**src/rtl/cfgl_pkg.sv**
```systemverilog
package cfgl_pkg;
    typedef enum logic [3:0] {
        ST_IDLE,
        ST_CFG_LOW,
        ST_WAIT_ST,
        ST_FETCH,
        ST_CLK,
        ST_GAP,
        ST_FAIL,
        ST_INIT,
        ST_DONE,
        ST_ERROR
    } ld_state_e;
endpackage

```
**src/rtl/cfgl_trigger.sv**
```systemverilog
module cfgl_trigger (
    input  logic clk,
    input  logic rst_n,
    input  logic btn_reconfig,
    input  logic btn_safe,
    input  logic reconf_req_n,
    input  logic jtag_cfg,
    output logic start_user,
    output logic start_safe,
    output logic jtag_hit
);
    typedef struct packed {
        logic por;
        logic btn_rc;
        logic btn_sf;
        logic req_n;
        logic jtag;
    } trig_t;

    trig_t q, d;

    always_comb begin
        d        = q;
        d.por    = 1'b0;
        d.btn_rc = btn_reconfig;
        d.btn_sf = btn_safe;
        d.req_n  = reconf_req_n;
        d.jtag   = jtag_cfg;
    end

    always_ff @(posedge clk or negedge rst_n) begin
        if (!rst_n) begin
            q <= '{por: 1'b1, btn_rc: 1'b0, btn_sf: 1'b0, req_n: 1'b1, jtag: 1'b0};
        end else begin
            q <= d;
        end
    end

    assign start_safe = btn_safe & ~q.btn_sf;
    assign start_user = q.por | (btn_reconfig & ~q.btn_rc) | (~reconf_req_n & q.req_n);
    assign jtag_hit   = jtag_cfg & ~q.jtag;
endmodule

```
**src/rtl/cfgl_blink.sv**
```systemverilog
module cfgl_blink #(
    parameter int BLINK_DIV = 4
) (
    input  logic clk,
    input  logic rst_n,
    output logic phase
);
    localparam int BW = $clog2(BLINK_DIV + 1);

    logic [BW-1:0] cnt_d, cnt_q;
    logic          ph_d, ph_q;

    always_comb begin
        cnt_d = cnt_q + 1'b1;
        ph_d  = ph_q;
        if (cnt_q == BW'(BLINK_DIV - 1)) begin
            cnt_d = '0;
            ph_d  = ~ph_q;
        end
    end

    always_ff @(posedge clk or negedge rst_n) begin
        if (!rst_n) begin
            cnt_q <= '0;
            ph_q  <= 1'b0;
        end else begin
            cnt_q <= cnt_d;
            ph_q  <= ph_d;
        end
    end

    assign phase = ph_q;
endmodule

```
**src/rtl/cfg_loader.sv**
```systemverilog
module cfg_loader #(
    parameter int              ADDR_W        = 23,
    parameter logic [ADDR_W-1:0] USER_BASE   = 23'h600000,
    parameter logic [ADDR_W-1:0] SAFE_BASE   = 23'h700000,
    parameter int              REGION_BYTES  = 1048576,
    parameter int              ACCESS_CLKS   = 2,
    parameter int              NCFG_LOW_CLKS = 8,
    parameter int              INIT_CLKS     = 8,
    parameter int              BLINK_DIV     = 4
) (
    input  logic              clk,
    input  logic              rst_n,
    input  logic              btn_reconfig,
    input  logic              btn_safe,
    input  logic              reconf_req_n,
    input  logic              jtag_cfg,
    output logic [ADDR_W-1:0] flash_addr,
    input  logic [7:0]        flash_data,
    output logic              tgt_config_n,
    input  logic              tgt_status_n,
    input  logic              tgt_conf_done,
    output logic              tgt_dclk,
    output logic [7:0]        tgt_data,
    output logic              led_user,
    output logic              led_safe,
    output logic              led_loading,
    output logic              led_error
);
    import cfgl_pkg::*;

    localparam int OFF_W   = $clog2(REGION_BYTES);
    localparam int CNT_A   = (ACCESS_CLKS > NCFG_LOW_CLKS) ? ACCESS_CLKS : NCFG_LOW_CLKS;
    localparam int CNT_MAX = (CNT_A > 2 * INIT_CLKS) ? CNT_A : 2 * INIT_CLKS;
    localparam int CNT_W   = $clog2(CNT_MAX + 1);

    typedef struct packed {
        ld_state_e        state;
        logic             img_safe;
        logic             safe_only;
        logic [CNT_W-1:0] cnt;
        logic [OFF_W-1:0] off;
        logic [7:0]       data;
    } ld_t;

    ld_t q, d;

    logic start_user, start_safe, jtag_hit, blink;

    cfgl_trigger i_trig (
        .clk          (clk),
        .rst_n        (rst_n),
        .btn_reconfig (btn_reconfig),
        .btn_safe     (btn_safe),
        .reconf_req_n (reconf_req_n),
        .jtag_cfg     (jtag_cfg),
        .start_user   (start_user),
        .start_safe   (start_safe),
        .jtag_hit     (jtag_hit)
    );

    cfgl_blink #(.BLINK_DIV(BLINK_DIV)) i_blink (
        .clk   (clk),
        .rst_n (rst_n),
        .phase (blink)
    );

    always_comb begin
        d = q;
        unique case (q.state)
            ST_IDLE: ;
            ST_CFG_LOW: begin
                if (q.cnt == CNT_W'(NCFG_LOW_CLKS - 1)) begin
                    d.state = ST_WAIT_ST;
                    d.cnt   = '0;
                end else begin
                    d.cnt = q.cnt + 1'b1;
                end
            end
            ST_WAIT_ST: begin
                if (tgt_status_n) begin
                    d.state = ST_FETCH;
                    d.cnt   = '0;
                    d.off   = '0;
                end
            end
            ST_FETCH: begin
                if (q.cnt == CNT_W'(ACCESS_CLKS - 1)) begin
                    d.state = ST_CLK;
                    d.cnt   = '0;
                    d.data  = flash_data;
                end else begin
                    d.cnt = q.cnt + 1'b1;
                end
            end
            ST_CLK: d.state = ST_GAP;
            ST_GAP: begin
                if (tgt_conf_done) begin
                    d.state = ST_INIT;
                    d.cnt   = '0;
                end else if (!tgt_status_n || q.off == OFF_W'(REGION_BYTES - 1)) begin
                    d.state = ST_FAIL;
                end else begin
                    d.state = ST_FETCH;
                    d.off   = q.off + 1'b1;
                end
            end
            ST_FAIL: begin
                if (!q.img_safe && !q.safe_only) begin
                    d.state    = ST_CFG_LOW;
                    d.img_safe = 1'b1;
                    d.cnt      = '0;
                end else begin
                    d.state = ST_ERROR;
                end
            end
            ST_INIT: begin
                if (q.cnt == CNT_W'(2 * INIT_CLKS - 1)) begin
                    d.state = ST_DONE;
                end else begin
                    d.cnt = q.cnt + 1'b1;
                end
            end
            ST_DONE, ST_ERROR: ;
            default: d.state = ST_IDLE;
        endcase

        if (jtag_hit) begin
            d.state = ST_IDLE;
        end else if (start_safe) begin
            d.state     = ST_CFG_LOW;
            d.img_safe  = 1'b1;
            d.safe_only = 1'b1;
            d.cnt       = '0;
        end else if (start_user) begin
            d.state     = ST_CFG_LOW;
            d.img_safe  = 1'b0;
            d.safe_only = 1'b0;
            d.cnt       = '0;
        end
    end

    always_ff @(posedge clk or negedge rst_n) begin
        if (!rst_n) begin
            q <= '{state: ST_IDLE, img_safe: 1'b0, safe_only: 1'b0,
                   cnt: '0, off: '0, data: '0};
        end else begin
            q <= d;
        end
    end

    logic active, moving;
    assign active = (q.state != ST_IDLE) && (q.state != ST_ERROR);
    assign moving = (q.state == ST_FETCH) || (q.state == ST_CLK) || (q.state == ST_GAP);

    assign flash_addr   = (q.img_safe ? SAFE_BASE : USER_BASE) + ADDR_W'(q.off);
    assign tgt_config_n = (q.state != ST_CFG_LOW);
    assign tgt_dclk     = (q.state == ST_CLK) || ((q.state == ST_INIT) && !q.cnt[0]);
    assign tgt_data     = q.data;
    assign led_user     = active && !q.img_safe;
    assign led_safe     = active && q.img_safe;
    assign led_loading  = moving && blink;
    assign led_error    = (q.state == ST_ERROR);
endmodule

```
**config.mk**
```make
export PLATFORM = sky130hd
export DESIGN_NAME = cfg_loader
export DESIGN_NICKNAME = d
export VERILOG_FILES = /design/src/rtl/cfgl_pkg.sv /design/src/rtl/cfgl_trigger.sv /design/src/rtl/cfgl_blink.sv /design/src/rtl/cfg_loader.sv
export SDC_FILE = /design/constraint.sdc
export NUM_CORES = 1
export LEC_CHECK = 0
export ABC_AREA = 1
export BUFFER_PORTS_ARGS = -buffer_cell sky130_fd_sc_hd__buf_4
export CORE_ASPECT_RATIO = 1.75
export CORE_MARGIN = 2
export CORE_UTILIZATION = 61
export CTS_BUF_LIST = sky130_fd_sc_hd__clkbuf_16
export DETAILED_ROUTE_END_ITERATION = 8
export GPL_TIMING_DRIVEN = 1
export PLACE_DENSITY = 0.82
export SLEW_MARGIN = 20
export SYNTH_ARGS = -nofsm -noshare
export SYNTH_HDL_FRONTEND = slang
export SYNTH_HIERARCHICAL = 1
export SYNTH_SLANG_ARGS = --single-unit
```
**constraint.sdc**
```tcl
create_clock -name clk -period 3.85 [get_ports clk]
set_clock_uncertainty 0.1 [all_clocks]
set_input_delay 0.77 -clock clk [delete_from_list [all_inputs] [get_ports clk]]
set_output_delay 0.77 -clock clk [all_outputs]
set_load 0.1 [all_outputs]
```
==> Word-level counts from Yosys, hierarchy flattened <==
Index checks and enable logic that the tools add are counted.
{ "word_totals": {"output_inout_bits": 37, "in_bits": 16, "word_cells": 102, "reg_bits": 48} }
{ "classes": {"add_sub_neg": 4, "n_bitwise": 12, "mux": 26, "n_reduce_logical": 23, "n_eq_ne": 24} }
{ "op_table": {"columns": ["op", "n"], "rows": [
  ["$mux W20", 2],
  ["$pmux W20 S2", 1],
  ["$pmux W4 S8", 1],
  ["$pmux W5 S6", 1],
  ["$mux W4", 7],
  ["$mux W25", 1],
  ["$mux W5", 5],
  ["$add A22 B21 Y23", 1],
  ["$mux W11", 2],
  ["$mux W21", 1],
  ["$add A20 B1 Y20 const B", 1],
  ["$eq A20 B20 Y1 const B", 1],
  ["$ne A5 B2 Y1 const B", 4],
  ["$eq A4 B3 Y1 const B", 4],
  ["$eq A4 B2 Y1 const B", 2],
  ["$eq A4 B4 Y1 const B", 2],
  ["$ne A4 B1 Y1 const B", 2],
  ["$mux W7", 1],
  ["$logic_and A1 B1 Y1", 6],
  ["$mux W3", 2],
  ["$ne A2 B2 Y1 const B", 3],
  ["$not A1 Y1", 6],
  ["$add A5 B1 Y5 const B", 1],
  ["$eq A5 B1 Y1 const B", 1],
  ["18 further kinds", 31]
]} }

==> Depth between registers and ports, before layout <==
Gate-level depths: netlist of run 1.
{ "depth": {"depth_word": 8, "depth_mapped": 12} }

==> Hierarchy <==
Netlist of run 1, hierarchy kept.
{ "modules_own_cells": {"columns": ["module", "area_each_um2", "instances", "cells_per_inst"], "rows": [
  ["cfg_loader", 2783.9, 1, 387],
  ["cfgl_trigger", 177.7, 1, 16],
  ["cfgl_blink", 145.1, 1, 13]
]} }

==> Worst setup path after synthesis of run 1 <==
Ideal clock, no wire load.
{ "synth_timing": {"kind": "register -> output", "startpoint": "register q[38] (netlist bit)", "endpoint": "output tgt_dclk", "path_stages_with_launch": 6, "t_arrival_ns": 2.796, "slack_ns": 0.184, "path_buffers": 0, "path_cell_list": "dfrtp_1 -> inv_2 -> nand2_1 -> inv_2 -> nand2_2 -> o21ai_0"} }
{ "synth_between": {"elab_chain_cells": 3, "word_cells_on_any_way": 4} }
{ "synth_rtl": {"columns": ["element", "line_no", "text"], "rows": [
  ["start, declared", "cfg_loader.sv:45", "ld_t q, d;"],
  ["start signal, assigned", "cfg_loader.sv:144", "q <= '{state: ST_IDLE, img_safe: 1'b0, safe_only: 1'b0,"],
  ["$eq A4 B3 Y1", "cfg_loader.sv:157", "assign tgt_dclk = (q.state == ST_CLK) || ((q.state == ST_INIT) && !q.cnt[0]);"],
  ["$logic_and A1 B1 Y1", "cfg_loader.sv:157", null],
  ["$logic_or A1 B1 Y1 (*)", "cfg_loader.sv:157", null],
  ["end, declared", "cfg_loader.sv:22", "output logic tgt_dclk,"]
]} }
Every way passes the cells marked *; elsewhere a longest branch is shown, timed or not.

==> Worst setup path after layout of run 1 <==
{ "layout_timing": {"startpoint": "register q[35] (netlist bit)", "endpoint": "output led_loading"} }
{ "layout_between": {"elab_chain_cells": 4, "word_cells_on_any_way": 6} }
{ "layout_rtl": {"columns": ["element", "line_no", "text"], "rows": [
  ["$eq A4 B2 Y1 / $eq A4 B3 Y1 (equally long branches)", "cfg_loader.sv:153", "assign moving = (q.state == ST_FETCH) || (q.state == ST_CLK) || (q.state == ST_GAP);"],
  ["$logic_or A1 B1 Y1", "cfg_loader.sv:153", null],
  ["$logic_or A1 B1 Y1 (*)", "cfg_loader.sv:153", null],
  ["$logic_and A1 B1 Y1 (*)", "cfg_loader.sv:161", "assign led_loading = moving && blink;"],
  ["end, declared", "cfg_loader.sv:26", "output logic led_loading,"]
]} }
Marks and branches as above.

==> metrics.log, run 1 <==
INFO  metric gp_congestion = 0.932
INFO  metric crit-reg2reg-capture = q[12]$_DFFE_PN0P_
INFO  metric worstHoldPathCells = 1
INFO  metric run_status = complete, no violations
INFO  metric area_delta_synth_final = 10.9%
INFO  metric fraction_of_synthesized_cell_area_taken_by_the_top_area_cell_type = 0.371
INFO  metric cp-start-kind = flip-flop
INFO  metric fin_setup_tns = 0 ps
INFO  metric drv_slew = 0
INFO  metric worstMarginPinSlew = 604 ps
INFO  metric cts-buffers-inserted = 5
INFO  metric drive_above_1_share = 0.248
INFO  metric tritoncts = done
INFO  metric initial_antenna_violation_count = 0
INFO  metric num_antenna_cells = 0
INFO  metric critical_path_buffers_and_inverters = 5
INFO  metric syn_inst = 416
INFO  metric register_to_register_setup_slack = 1610 ps
INFO  metric wire_length_of_the_first_global_routing_pass = 11700 um
INFO  metric report.power.total = about 0.0023 W
INFO  metric most-common-layout-cells = 113 x sky130_fd_sc_hd__nand2_1, 61 x sky130_fd_sc_hd__nor2_1, 50 x sky130_fd_sc_hd__buf_4
INFO  metric core_area = 0.00493 mm^2
INFO  metric detailroute.via_count = 2638
INFO  metric initial_core_util = 0.630
INFO  metric num_rows = 34
INFO  metric worstPathCellList = inv_2 -> nor2_2 -> nand2_1 -> inv_2 -> nor3_1 -> inv_1 -> nand2_1 -> inv_1 -> buf_4
INFO  metric drt_drc_violations_left = 0
INFO  metric cp_num_cells = 9
INFO  metric crit_family = buffers and inverters
INFO  metric cts_resized = 0
INFO  metric critical_path.max_stage_delay = 470 ps
INFO  metric maxClockFrequency = 335 MHz
INFO  metric globalRouteTotalUtil = 0.263
INFO  metric clk_pin_slew_worst_paths = roughly 60 ps
INFO  metric drv_cap = 0
INFO  metric timing.reg2reg.worst_path_depth = 12
INFO  metric classification_of_the_worst_setup_path = reg2out
INFO  metric ctsHtreeMaxLevel = 2
INFO  metric clk_latency = between 200 and 300 ps
INFO  metric cp_max_fanout = 15
INFO  metric critical_path_arrival = 2110 ps
INFO  metric synth.lib_cells_used.distinct = 33
INFO  metric io_pins = 53
INFO  metric cts_num_sinks = 48
INFO  metric hp-class = reg2reg
INFO  metric synthesis_warnings = 6
INFO  metric postCtsSetupBuffers = 0
INFO  metric setup_viol = 0
INFO  metric drt_first_pass_iters = 4
INFO  metric dp.final_hpwl = 5080 um
INFO  metric numPortBuffers = 50
INFO  metric final_min_period_over_clock_period = 0.775
INFO  metric postSynthAreaPerCell = 7.47 um^2
INFO  metric hold_bufs_at_cts = 0
INFO  metric p_per_area = approximately 670 mW/mm^2
INFO  metric overflow = 0
INFO  metric antenna_violating_nets_post_route = 0
INFO  metric netlist.top_cell.by_area = sky130_fd_sc_hd__dfrtp_1
INFO  metric min-delay-start = i_blink/cnt_q[0]$_DFF_PN0_
INFO  metric pin_count_of_the_biggest_net_entering_global_routing = just under 50
INFO  metric die_span_y = 98.4 um
INFO  metric detail_route.iter0.violations = 140
INFO  metric dr_wl_cell = 13.7 um
INFO  metric post_drt_via_cell_ratio = around 5.4
INFO  metric clock_root_cell = sky130_fd_sc_hd__clkbuf_16
INFO  metric critical_path.reg2reg.startpoint = q[8]$_DFFE_PN0P_
INFO  metric min_to = i_blink/cnt_q[0]$_DFF_PN0_
INFO  metric timing.max_slew.rel_slack = 0.597
INFO  metric leading_post_synthesis_cells_by_cell_area = sky130_fd_sc_hd__dfrtp_1 37%, sky130_fd_sc_hd__nand2_1 14%, sky130_fd_sc_hd__buf_4 7.5%, sky130_fd_sc_hd__nor2_1 7.4%, sky130_fd_sc_hd__nand3_1 4.2%
INFO  metric mappedNetlistArea = just over 0.003 mm^2
INFO  metric wl = a little under 7000 um
INFO  metric max-clock-path-buffers = 2
INFO  metric mostFrequentLayoutCell = sky130_fd_sc_hd__nand2_1
INFO  metric ys_seq_elements = between 40 and 50
INFO  metric finalWorstPathRequiredPeriod = between 2000 and 3000 ps
INFO  metric final_hold_viol_count = 0
INFO  metric leakage = roughly 1.7 nW
INFO  metric cp-end-kind = output pin
INFO  metric synth-seq-area-share = 0.387
INFO  metric slowest_cell_on_crit_path = sky130_fd_sc_hd__dfrtp_1
INFO  metric die_width = 57.9 um
INFO  metric max-vdd-ir-drop = 0.748 mV
INFO  metric area_of_the_die = ~0.0057 mm^2
INFO  metric via_count_of_the_first_global_routing_pass = 2643
INFO  metric nNetsFinal = 460
INFO  metric unrepaired_setup_endpoints_after_global_routing = no
INFO  metric worst_ep_required_time = 2980 ps
-- sequential cells by signal, indices dropped and copies added (netlist names) --
register and flops:
i_blink/cnt_q 3, i_trig/q 5, q 31, i_blink/phase 1, tgt_data 8
-- metrics by stage --
stage	hold slack (ps)	instance area, um^2	instances	util	setup slack [ps]
floorplan	306	3110	417	-	184
global placement	319	3280	485	0.664	1270
detailed placement	339	3280	485	0.664	1190
CTS	349	3440	493	0.698	860
global route	381	3440	493	0.698	640
finish	344	3440	493	0.698	866
-- final cells by class --
cell class,instances,area [um^2]
Clock inverter,3,42.5
Inverter,41,154
Fill cell,411,1490
Sequential cell,48,1200
Clock buffer,5,125
Tap cell,54,67.6
Multi-Input combinational cell,292,1480
Timing Repair Buffer,50,375
-- logic make-up after synthesis --
group	count (synthesis)	share of synthesized area
AOI/OAI and AO/OA	35	0.0733
xor gates and xnor gates	10	0.0282
adders and majority gates	6	0.0242
buffers and inverters	77	0.139
DFF	48	0.387
muxes	8	0.0290
other	2	0.00242
and+or+nand+nor	230	0.317
-- worst register-to-register path, delay by kind of cell, from the launching register on --
kind          cells  cell delay [ps]
fa+ha+maj         1              320
buf+inv           2              240
flops             1              470
simple gates      9             1020
-- cell usage after synthesis (all sizes together) --
| master | instances |
|---|---|
| nand4 | 3 |
| and2 | 1 |
| a31oi | 1 |
| nand3 | 29 |
| mux2 | 8 |
| a31o | 2 |
| conb | 2 |
| a21oi | 7 |
| nor3 | 7 |
| xor2 | 10 |
| o21bai | 1 |
| buf | 36 |
| nand2 | 121 |
| dfrtp | 46 |
| nand3b | 1 |
| dfstp | 2 |
| nor2 | 64 |
| inv | 40 |
| ha | 6 |
| clkinv | 1 |
| o21ai | 24 |
| or2 | 4 |
-- report_power, final --
group / internal [W] / switching [W]
sequential: 0.000597 / 0.000114
clock: 0.000305 / 0.000185
combinational: 0.000238 / 0.000873
-- layer usage --
metal / share of wire / routed length [um] / global-route usage / up-vias
li1: - / - / - / 1318
met1: 0.35 / 2380 / 0.280 / 1236
met2: 0.59 / 4010 / 0.496 / 66
met3: 0.030 / 201 / 0.0358 / 18
met4: 0.026 / 176 / 0.107 / 0
met5: 0 / 0 / 0 / -
-- worst max-delay path by stage --
stage	startpoint	end	slack, ps
5_1_grt	q[38]$_DFFE_PN0P_	led_loading	640
3_5_place_dp	q[38]$_DFFE_PN0P_	led_loading	1190
6_report	q[35]$_DFFE_PN0P_	led_loading	870
2_1_floorplan	q[38]$_DFFE_PN0P_	tgt_dclk	180
4_1_cts	q[35]$_DFFE_PN0P_	led_loading	860
3_3_place_gp	q[38]$_DFFE_PN0P_	led_loading	1270
(Power assumes the default switching activity.)
==> run 2: changes to the inputs <==
--- a/config.mk
+++ b/config.mk
@@ -5,15 +5,15 @@
 export SDC_FILE = /design/constraint.sdc
 export NUM_CORES = 1
 export LEC_CHECK = 0
-export ABC_AREA = 1
+export ABC_AREA = 0
 export BUFFER_PORTS_ARGS = -buffer_cell sky130_fd_sc_hd__buf_4
 export CORE_ASPECT_RATIO = 1.75
 export CORE_MARGIN = 2
-export CORE_UTILIZATION = 61
+export CORE_UTILIZATION = 56
 export CTS_BUF_LIST = sky130_fd_sc_hd__clkbuf_16
 export DETAILED_ROUTE_END_ITERATION = 8
 export GPL_TIMING_DRIVEN = 1
-export PLACE_DENSITY = 0.82
+export PLACE_DENSITY = 0.76
 export SLEW_MARGIN = 20
 export SYNTH_ARGS = -nofsm -noshare
 export SYNTH_HDL_FRONTEND = slang
==> constraint.sdc (replaced) <==
create_clock -name clk -period 3.03 [get_ports clk]
set_clock_uncertainty 0.1 [all_clocks]
set_input_delay 0.606 -clock clk [delete_from_list [all_inputs] [get_ports clk]]
set_output_delay 0.606 -clock clk [all_outputs]
set_load 0.1 [all_outputs]
==> run 2 against run 1 <==
Against the previous run: worst hold slack lost 120 ps; first-iteration DRC count is 44% lower; cell count fell by 21%; synthesized cell count shrank 25%; register-to-register slack got worse by 930 ps; die area up 1.7%; core utilization decreased by 5.0 points; worst setup slack worse by 440 ps; global-route usage fell by 4.5 points; via count decreased by 9.6%; highest routed layer unchanged.
==> metrics.log, run 2 <==
INFO  metric run_status = complete, no violations
INFO  metric setup_viol = 0
INFO  metric overflow = 0
INFO  metric grt_use_met1 = 0.252
INFO  metric initial_antenna_violation_count = 0
INFO  metric yosysMostFrequentCell = sky130_fd_sc_hd__dfrtp_1
INFO  metric crit-reg2reg-capture = q[31]$_DFF_PN0_
INFO  metric final_hold_viol_count = 0
INFO  metric wl = 6060 um
INFO  metric worst_ep_required_time = between 2000 and 2500 ps
INFO  metric leading_post_synthesis_cells_by_cell_area = sky130_fd_sc_hd__dfrtp_1 40%, sky130_fd_sc_hd__buf_4 8.0%, sky130_fd_sc_hd__a21oi_1 3.4%, sky130_fd_sc_hd__o21ai_0 3.3%, sky130_fd_sc_hd__mux2_2 3.1%
INFO  metric unrepaired_setup_endpoints_after_global_routing = no
INFO  metric dp.final_hpwl = approximately 4400 um
INFO  metric count_of_flip_flops_with_a_built_in_enable_after_synthesis = 0
INFO  metric core_area = 0.00498 mm^2
INFO  metric timing.max_slew.rel_slack = 0.526
INFO  metric postSynthAreaPerCell = 9.30 um^2
INFO  metric clk_pin_slew_worst_paths = 60 ps
INFO  metric io_pins = 53
INFO  metric classification_of_the_worst_setup_path = reg2out
INFO  metric worstMarginPinSlew = 705 ps
INFO  metric netlist.top_cell.by_area = sky130_fd_sc_hd__dfrtp_1
INFO  metric initial_core_util = 0.583
INFO  metric wire_length_of_the_first_global_routing_pass = 9920 um
INFO  metric critical_path_arrival = ~1900 ps
INFO  metric ctsHtreeMaxLevel = 2
INFO  metric max-vdd-ir-drop = roughly 0.69 mV
INFO  metric tritoncts = done
INFO  metric hold_bufs_at_cts = 0
INFO  metric drv_cap = 0
INFO  metric comb_power_share = 0.348
INFO  metric area_of_the_die = 0.00580 mm^2
INFO  metric antenna_violating_nets_post_route = 0
INFO  metric drive_above_1_share = 0.246
INFO  metric maxClockFrequency = 383 MHz
INFO  metric dpl-instance-area = just over 0.003 mm^2
INFO  metric synthesis_warnings = 6
INFO  metric nNetsFinal = 355
INFO  metric cts-buffers-inserted = 5
INFO  metric num_antenna_cells = 0
INFO  metric num_rows = 34
INFO  metric grt-busiest-layer = met2
INFO  metric post_drt_via_cell_ratio = roughly 6.1
INFO  metric syn_inst = 312
INFO  metric most-common-layout-cells = 52 x sky130_fd_sc_hd__buf_4, 46 x sky130_fd_sc_hd__dfrtp_1, 24 x sky130_fd_sc_hd__nand2_1
INFO  metric postSynth.topFlopCell = sky130_fd_sc_hd__dfrtp_1
INFO  metric max-clock-path-buffers = 2
INFO  metric clk_latency = 280 ps
INFO  metric synthXorXnorAreaFrac = 0.00905
INFO  metric synth_compound_gate_area_share = 0.166
INFO  metric pin_count_of_the_biggest_net_entering_global_routing = 49
INFO  metric clock_root_cell = sky130_fd_sc_hd__clkbuf_16
INFO  metric netSwitchingFraction = 0.410
INFO  metric synthAdderAreaFrac = 0.0259
INFO  metric finalWorstPathRequiredPeriod = 2610 ps
INFO  metric power.internal = ~0.0012 W
INFO  metric area_delta_synth_final = 11.2%
INFO  metric dominant_combinational_cell_family_by_area_after_synthesis = simple AND/OR/NAND/NOR gates
INFO  metric globalRouteMet3Util = 0.0312
INFO  metric cp-end-kind = output pin
INFO  metric globalRouteMet2Util = 0.376
INFO  metric register_to_register_setup_slack = 680 ps
INFO  metric fraction_of_synthesized_cell_area_taken_by_the_top_area_cell_type = 0.397
INFO  metric synth.lib_cells_used.distinct = 58
INFO  metric drt_first_pass_iters = 4
INFO  metric leakage = 1.43 nW
INFO  metric sequential_cell_area = 0.00120 mm^2
INFO  metric fin_setup_tns = 0 ps
INFO  metric post_synth_mux_area_share = 0.0345
INFO  metric area_occupied_by_multi_input_gates = 0.00137 mm^2
INFO  metric synth-async-reset-ratio = 1.00
INFO  metric hp-class = in2async
INFO  metric max_flop_register = q
INFO  metric layout.cell_area.non_filler = 0.00323 mm^2
INFO  metric clkPwrFrac = 0.273
INFO  metric cp-start-kind = flip-flop
INFO  metric mappedNetlistArea = just under 0.003 mm^2
INFO  metric cp_max_fanout = 18
INFO  metric globalRouteTotalUtil = 0.218
INFO  metric cp-endpoint = led_safe
INFO  metric cts_resized = 0
INFO  metric largest_register_ffs = 31
INFO  metric synth.top_cells.by_count = 46 x sky130_fd_sc_hd__dfrtp_1, 31 x sky130_fd_sc_hd__buf_4, 24 x sky130_fd_sc_hd__nand2_1, 22 x sky130_fd_sc_hd__nor2_1, 20 x sky130_fd_sc_hd__a21oi_1
INFO  metric finalHoldWorstSlack = between 200 and 250 ps
INFO  metric gp_congestion = between 0.9 and 1
INFO  metric p_per_area = 610 mW/mm^2
INFO  metric via_count_of_the_first_global_routing_pass = 2218
INFO  metric n_fill_cell = 426
INFO  metric reported_net_switching_power = 0.000808 W
INFO  metric cts_num_sinks = 48
INFO  metric final_min_period_over_clock_period = 0.861
INFO  metric drv_slew = 0
INFO  metric power.sequential.fraction = 0.379
INFO  metric numPortBuffers = 50
INFO  metric ys_seq_elements = 48
INFO  metric mostFrequentLayoutCell = sky130_fd_sc_hd__buf_4
INFO  metric detailroute.via_count = between 2000 and 2500
INFO  metric detail_route.iter0.violations = 79
INFO  metric dr_wl_cell = 15.6 um
INFO  metric synth-seq-area-share = 0.415
INFO  metric synthSimpleGateAreaFrac = 0.234
INFO  metric critical_path.reg2reg.startpoint = q[28]$_DFF_PN0_
INFO  metric timing.reg2reg.worst_path_depth = 8
INFO  metric postCtsSetupBuffers = 0
INFO  metric die_span_y = 99.2 um
INFO  metric die_width = 58.4 um
INFO  metric worst_setup_path_startpoint = q[35]$_DFFE_PN0P_
INFO  metric drt_drc_violations_left = 0
==> run 2: changes by cell type in the layout (fill, tap and decap cells not counted), sizes merged, moves of 8 or more <==
cell,previous run,this run
nand2,121,24
inv,40,14
or3,0,11
a21oi,7,20
nand2b,0,9
nor2,64,22
xor2,10,2
nand3,29,16
==> run 2: layout make-up <==
type,count,area share
repair buffers,52,0.121
clock buffers,5,0.0388
flip-flops and latches,48,0.373
well taps,54,0.0209
clock inverters,3,0.00543
inverters,13,0.0151
multi-input cells,213,0.426
==> run 2: how the worst min path moves through the flow <==
stage                                    start                    endpoint  slack [ps]  cells past startpoint
floorplan                                rst_n  i_blink/cnt_q[0]$_DFF_PN0_         210                      0
global placement    i_blink/cnt_q[0]$_DFF_PN0_  i_blink/cnt_q[0]$_DFF_PN0_         310                      1
detailed placement  i_blink/cnt_q[0]$_DFF_PN0_  i_blink/cnt_q[0]$_DFF_PN0_         330                      1
CTS                                      rst_n           q[11]$_DFFE_PN0P_         260                      1
global route                             rst_n           q[11]$_DFFE_PN0P_         280                      1
finish                                   rst_n           q[11]$_DFFE_PN0P_         220                      1
==> run 2: logic make-up after synthesis <==
family          Yosys count
simple gates            121
compound gates           71
buf+inv                  52
flops                    48
mux                       9
fa+ha+maj                 6
xor+xnor                  3
other cells               2
==> run 2: per-stage QoR <==
stage,util,instances,worst slack [ps],power [W]
finish,0.648,388,422,0.00197
global route,0.648,388,319,0.00204
CTS,0.648,388,470,0.00198
detailed placement,0.620,380,721,0.00145
global placement,0.620,380,783,0.00144
floorplan,-,313,21.6,0.00137
==> run 2: power by group through the flow <==
| stage | combinational (W) | clock, W | sequential [W] |
|---|---|---|---|
| global placement | 0.000684 | 0 | 0.000755 |
| detailed placement | 0.000686 | 0 | 0.000759 |
| CTS | 0.000687 | 0.000551 | 0.000747 |
| floorplan | 0.000635 | 0 | 0.000738 |
| finish | 0.000685 | 0.000538 | 0.000747 |
| global route | 0.000709 | 0.000573 | 0.000756 |
==> run 2: layer usage <==
metal	vias to the layer above	share of wire	wire length (um)
met5	-	0	0
met2	73	0.54	3250
met4	0	0.033	199
met1	1162	0.39	2390
met3	18	0.038	228
li1	1133	-	-
==> run 2: worst max-delay path, cell delays in order (launching register included) <==
cell,delay [ps]
sky130_fd_sc_hd__dfrtp_1,570
sky130_fd_sc_hd__nor2b_1,270
sky130_fd_sc_hd__nor4_1,430
sky130_fd_sc_hd__nor2b_1,90
sky130_fd_sc_hd__buf_4,250
==> run 3: changes to the inputs <==
--- a/config.mk
+++ b/config.mk
@@ -13,7 +13,7 @@
 export CTS_BUF_LIST = sky130_fd_sc_hd__clkbuf_16
 export DETAILED_ROUTE_END_ITERATION = 8
 export GPL_TIMING_DRIVEN = 1
-export PLACE_DENSITY = 0.76
+export PLACE_DENSITY = 0.87
 export SLEW_MARGIN = 20
 export SYNTH_ARGS = -nofsm -noshare
 export SYNTH_HDL_FRONTEND = slang
==> constraint.sdc (replaced) <==
create_clock -name clk -period 2.75 [get_ports clk]
set_clock_uncertainty 0.1 [all_clocks]
set_input_delay 0.55 -clock clk [delete_from_list [all_inputs] [get_ports clk]]
set_output_delay 0.55 -clock clk [all_outputs]
set_load 0.1 [all_outputs]
==> run 3 against run 2 <==
Against the previous run: flip-flop and latch count did not move; total power rose by 16%; largest power group unchanged; critical endpoint unchanged; worst hold slack got worse by 52 ps; worst setup slack got worse by 250 ps; first-iteration DRC count rose by 25%; via count fell by 0.17%; critical path type unchanged; largest cell class unchanged; highest routed layer unchanged; sequential share of layout area fell by 0.61 points.
==> metrics.log, run 3 (synthesis results as in run 2) <==
INFO  metric cp-start-kind = flip-flop
INFO  metric crit-reg2reg-capture = q[10]$_DFFE_PN0P_
INFO  metric clock_root_cell = sky130_fd_sc_hd__clkbuf_16
INFO  metric grt-busiest-layer = met2
INFO  metric max-clock-path-buffers = 2
INFO  metric core_area = about 0.0050 mm^2
INFO  metric run_status = complete, no violations
INFO  metric drive_above_1_share = 0.262
INFO  metric final_hold_viol_count = 0
INFO  metric worst_ep_required_time = around 2100 ps
INFO  metric post-place-cells = 382
INFO  metric clk_latency = between 200 and 300 ps
INFO  metric clk_pin_slew_worst_paths = 70 ps
INFO  metric antenna_violating_nets_post_route = 0
INFO  metric critical_path_arrival = ~1900 ps
INFO  metric drt_drc_violations_left = 0
INFO  metric worst_slack = between 150 and 200 ps
INFO  metric most-common-layout-cells = 54 x sky130_fd_sc_hd__buf_4, 46 x sky130_fd_sc_hd__dfrtp_1, 24 x sky130_fd_sc_hd__nand2_1
INFO  metric io_pins = 53
INFO  metric area_delta_synth_final = 13.0%
INFO  metric timing.max_slew.rel_slack = 0.412
INFO  metric final_util = 0.659
INFO  metric num_antenna_cells = 0
INFO  metric maxClockFrequency = 388 MHz
INFO  metric drt_first_pass_iters = 5
INFO  metric die_width = slightly below 60 um
INFO  metric worstMarginPinSlew = 877 ps
INFO  metric max-vdd-ir-drop = approximately 0.6 mV
INFO  metric leakage = 1.45 nW
INFO  metric finalNonFillerCells = 390
INFO  metric globalRouteTotalUtil = 0.234
INFO  metric numPortBuffers = 50
INFO  metric crit_family = flip-flops
INFO  metric mostFrequentLayoutCell = sky130_fd_sc_hd__buf_4
INFO  metric cts-buffers-inserted = 5
INFO  metric globalRouteMet2Util = 0.408
INFO  metric die_span_y = 99.2 um
INFO  metric wl = 6310 um
INFO  metric setup_viol = 0
INFO  metric timing.reg2reg.worst_path_depth = 5
INFO  metric ctsHtreeMaxLevel = 2
INFO  metric slowest_cell_on_crit_path = sky130_fd_sc_hd__dfrtp_1
INFO  metric gp_congestion = between 0.8 and 0.9
INFO  metric n_fill_cell = 429
INFO  metric pin_count_of_the_biggest_net_entering_global_routing = 49
INFO  metric finalWorstPathRequiredPeriod = 2580 ps
INFO  metric cp_max_fanout = 18
INFO  metric cts_num_sinks = 48
INFO  metric postCtsSetupBuffers = 0
INFO  metric overflow = 0
INFO  metric worstPathCellList = nor2b_1 -> nor4_2 -> nor2b_2 -> buf_4
INFO  metric final_min_period_over_clock_period = 0.938
INFO  metric max_flop_register = q
INFO  metric dp.final_hpwl = 4540 um
INFO  metric wire_length_of_the_first_global_routing_pass = between 10000 and 15000 um
INFO  metric nNetsFinal = roughly 360
INFO  metric critical_path.max_stage_delay = 690 ps
INFO  metric detail_route.iter0.violations = 99
INFO  metric initial_antenna_violation_count = 0
INFO  metric p_per_area = between 600 and 700 mW/mm^2
INFO  metric critical_path_buffers_and_inverters = 1
INFO  metric globalRouteMet3Util = 0.0403
INFO  metric largest_register_ffs = 31
INFO  metric hp-class = in2async
INFO  metric cp-end-kind = output pin
INFO  metric critical_path.reg2reg.startpoint = q[35]$_DFFE_PN0P_
INFO  metric drv_slew = 0
INFO  metric via_count_of_the_first_global_routing_pass = 2372
INFO  metric dp_slack = slightly below 400 ps
INFO  metric detailroute.via_count = 2382
INFO  metric num_rows = 34
INFO  metric tritoncts = done
INFO  metric post_drt_via_cell_ratio = 6.11
INFO  metric drv_cap = 0
INFO  metric unrepaired_setup_endpoints_after_global_routing = no
INFO  metric dr_wl_cell = roughly 16 um
INFO  metric register_to_register_setup_slack = 320 ps
INFO  metric classification_of_the_worst_setup_path = reg2out
INFO  metric grt_use_met1 = 0.266
INFO  metric area_of_the_die = 0.00580 mm^2
INFO  metric fin_setup_tns = 0 ps
INFO  metric initial_core_util = 0.583
[run 3: routing by layer]
metal,share of wire,up-vias
li1,-,1134
met2,0.55,74
met5,0,-
met3,0.039,12
met1,0.38,1162
met4,0.023,0
[run 3: worst max path at each step]
stage	start	end	slack, ps	depth (start not counted)
final	q[35]$_DFFE_PN0P_	led_safe	170	4
after global routing	q[36]$_DFFE_PN0P_	tgt_dclk	70	5
after CTS	q[35]$_DFFE_PN0P_	led_safe	110	4
after detailed placement	q[35]$_DFFE_PN0P_	q[10]$_DFFE_PN0P_	390	5
after global placement	q[35]$_DFFE_PN0P_	led_safe	450	4
after floorplan	q[38]$_DFFE_PN0P_	led_safe	310	5
[run 3: where the power goes]
group,leakage (nW),switching (W),total (W),internal (W)
Clock,0.0814,0.000263,0.000690,0.000427
Sequential,0.627,0.0000544,0.000827,0.000772
Combinational,0.746,0.000587,0.000765,0.000178
Total,1.45,0.000904,0.00228,0.00138
[run 3: metrics by stage]
| step | total power [W] | hold slack, ps | area, um^2 |
|---|---|---|---|
| 2_1_floorplan | 0.00152 | 154 | 2910 |
| 3_3_place_gp | 0.00159 | 323 | 3110 |
| 3_5_place_dp | 0.00161 | 329 | 3110 |
| 4_1_cts | 0.00229 | 192 | 3270 |
| 5_1_grt | 0.00235 | 233 | 3280 |
| 6_report | 0.00228 | 170 | 3280 |
[run 3: area by class of cell]
| cell class | count | area, um^2 | share of cell area |
|---|---|---|---|
| clock inverters | 3 | 42.5 | 0.0130 |
| well taps | 54 | 67.6 | 0.0206 |
| clock buffers | 5 | 125 | 0.0381 |
| multi-input cells | 213 | 1390 | 0.423 |
| inverters | 13 | 48.8 | 0.0149 |
| flip-flops and latches | 48 | 1200 | 0.367 |
| repair buffers | 54 | 405 | 0.124 |
[run 3: what timing repair did]
item                                    4_1_cts  5_1_grt
endpoints found under the setup margin        0        1
hold buffers                                  0        0
resized for setup                             0        1
[run 3: worst reg2reg max path: cells and delay by family, from the launching register on]
| kind | cells | cell delay (ps) |
|---|---|---|
| AOI/OAI and AO/OA | 2 | 910 |
| and+or+nand+nor | 3 | 600 |
| DFF | 1 | 690 |
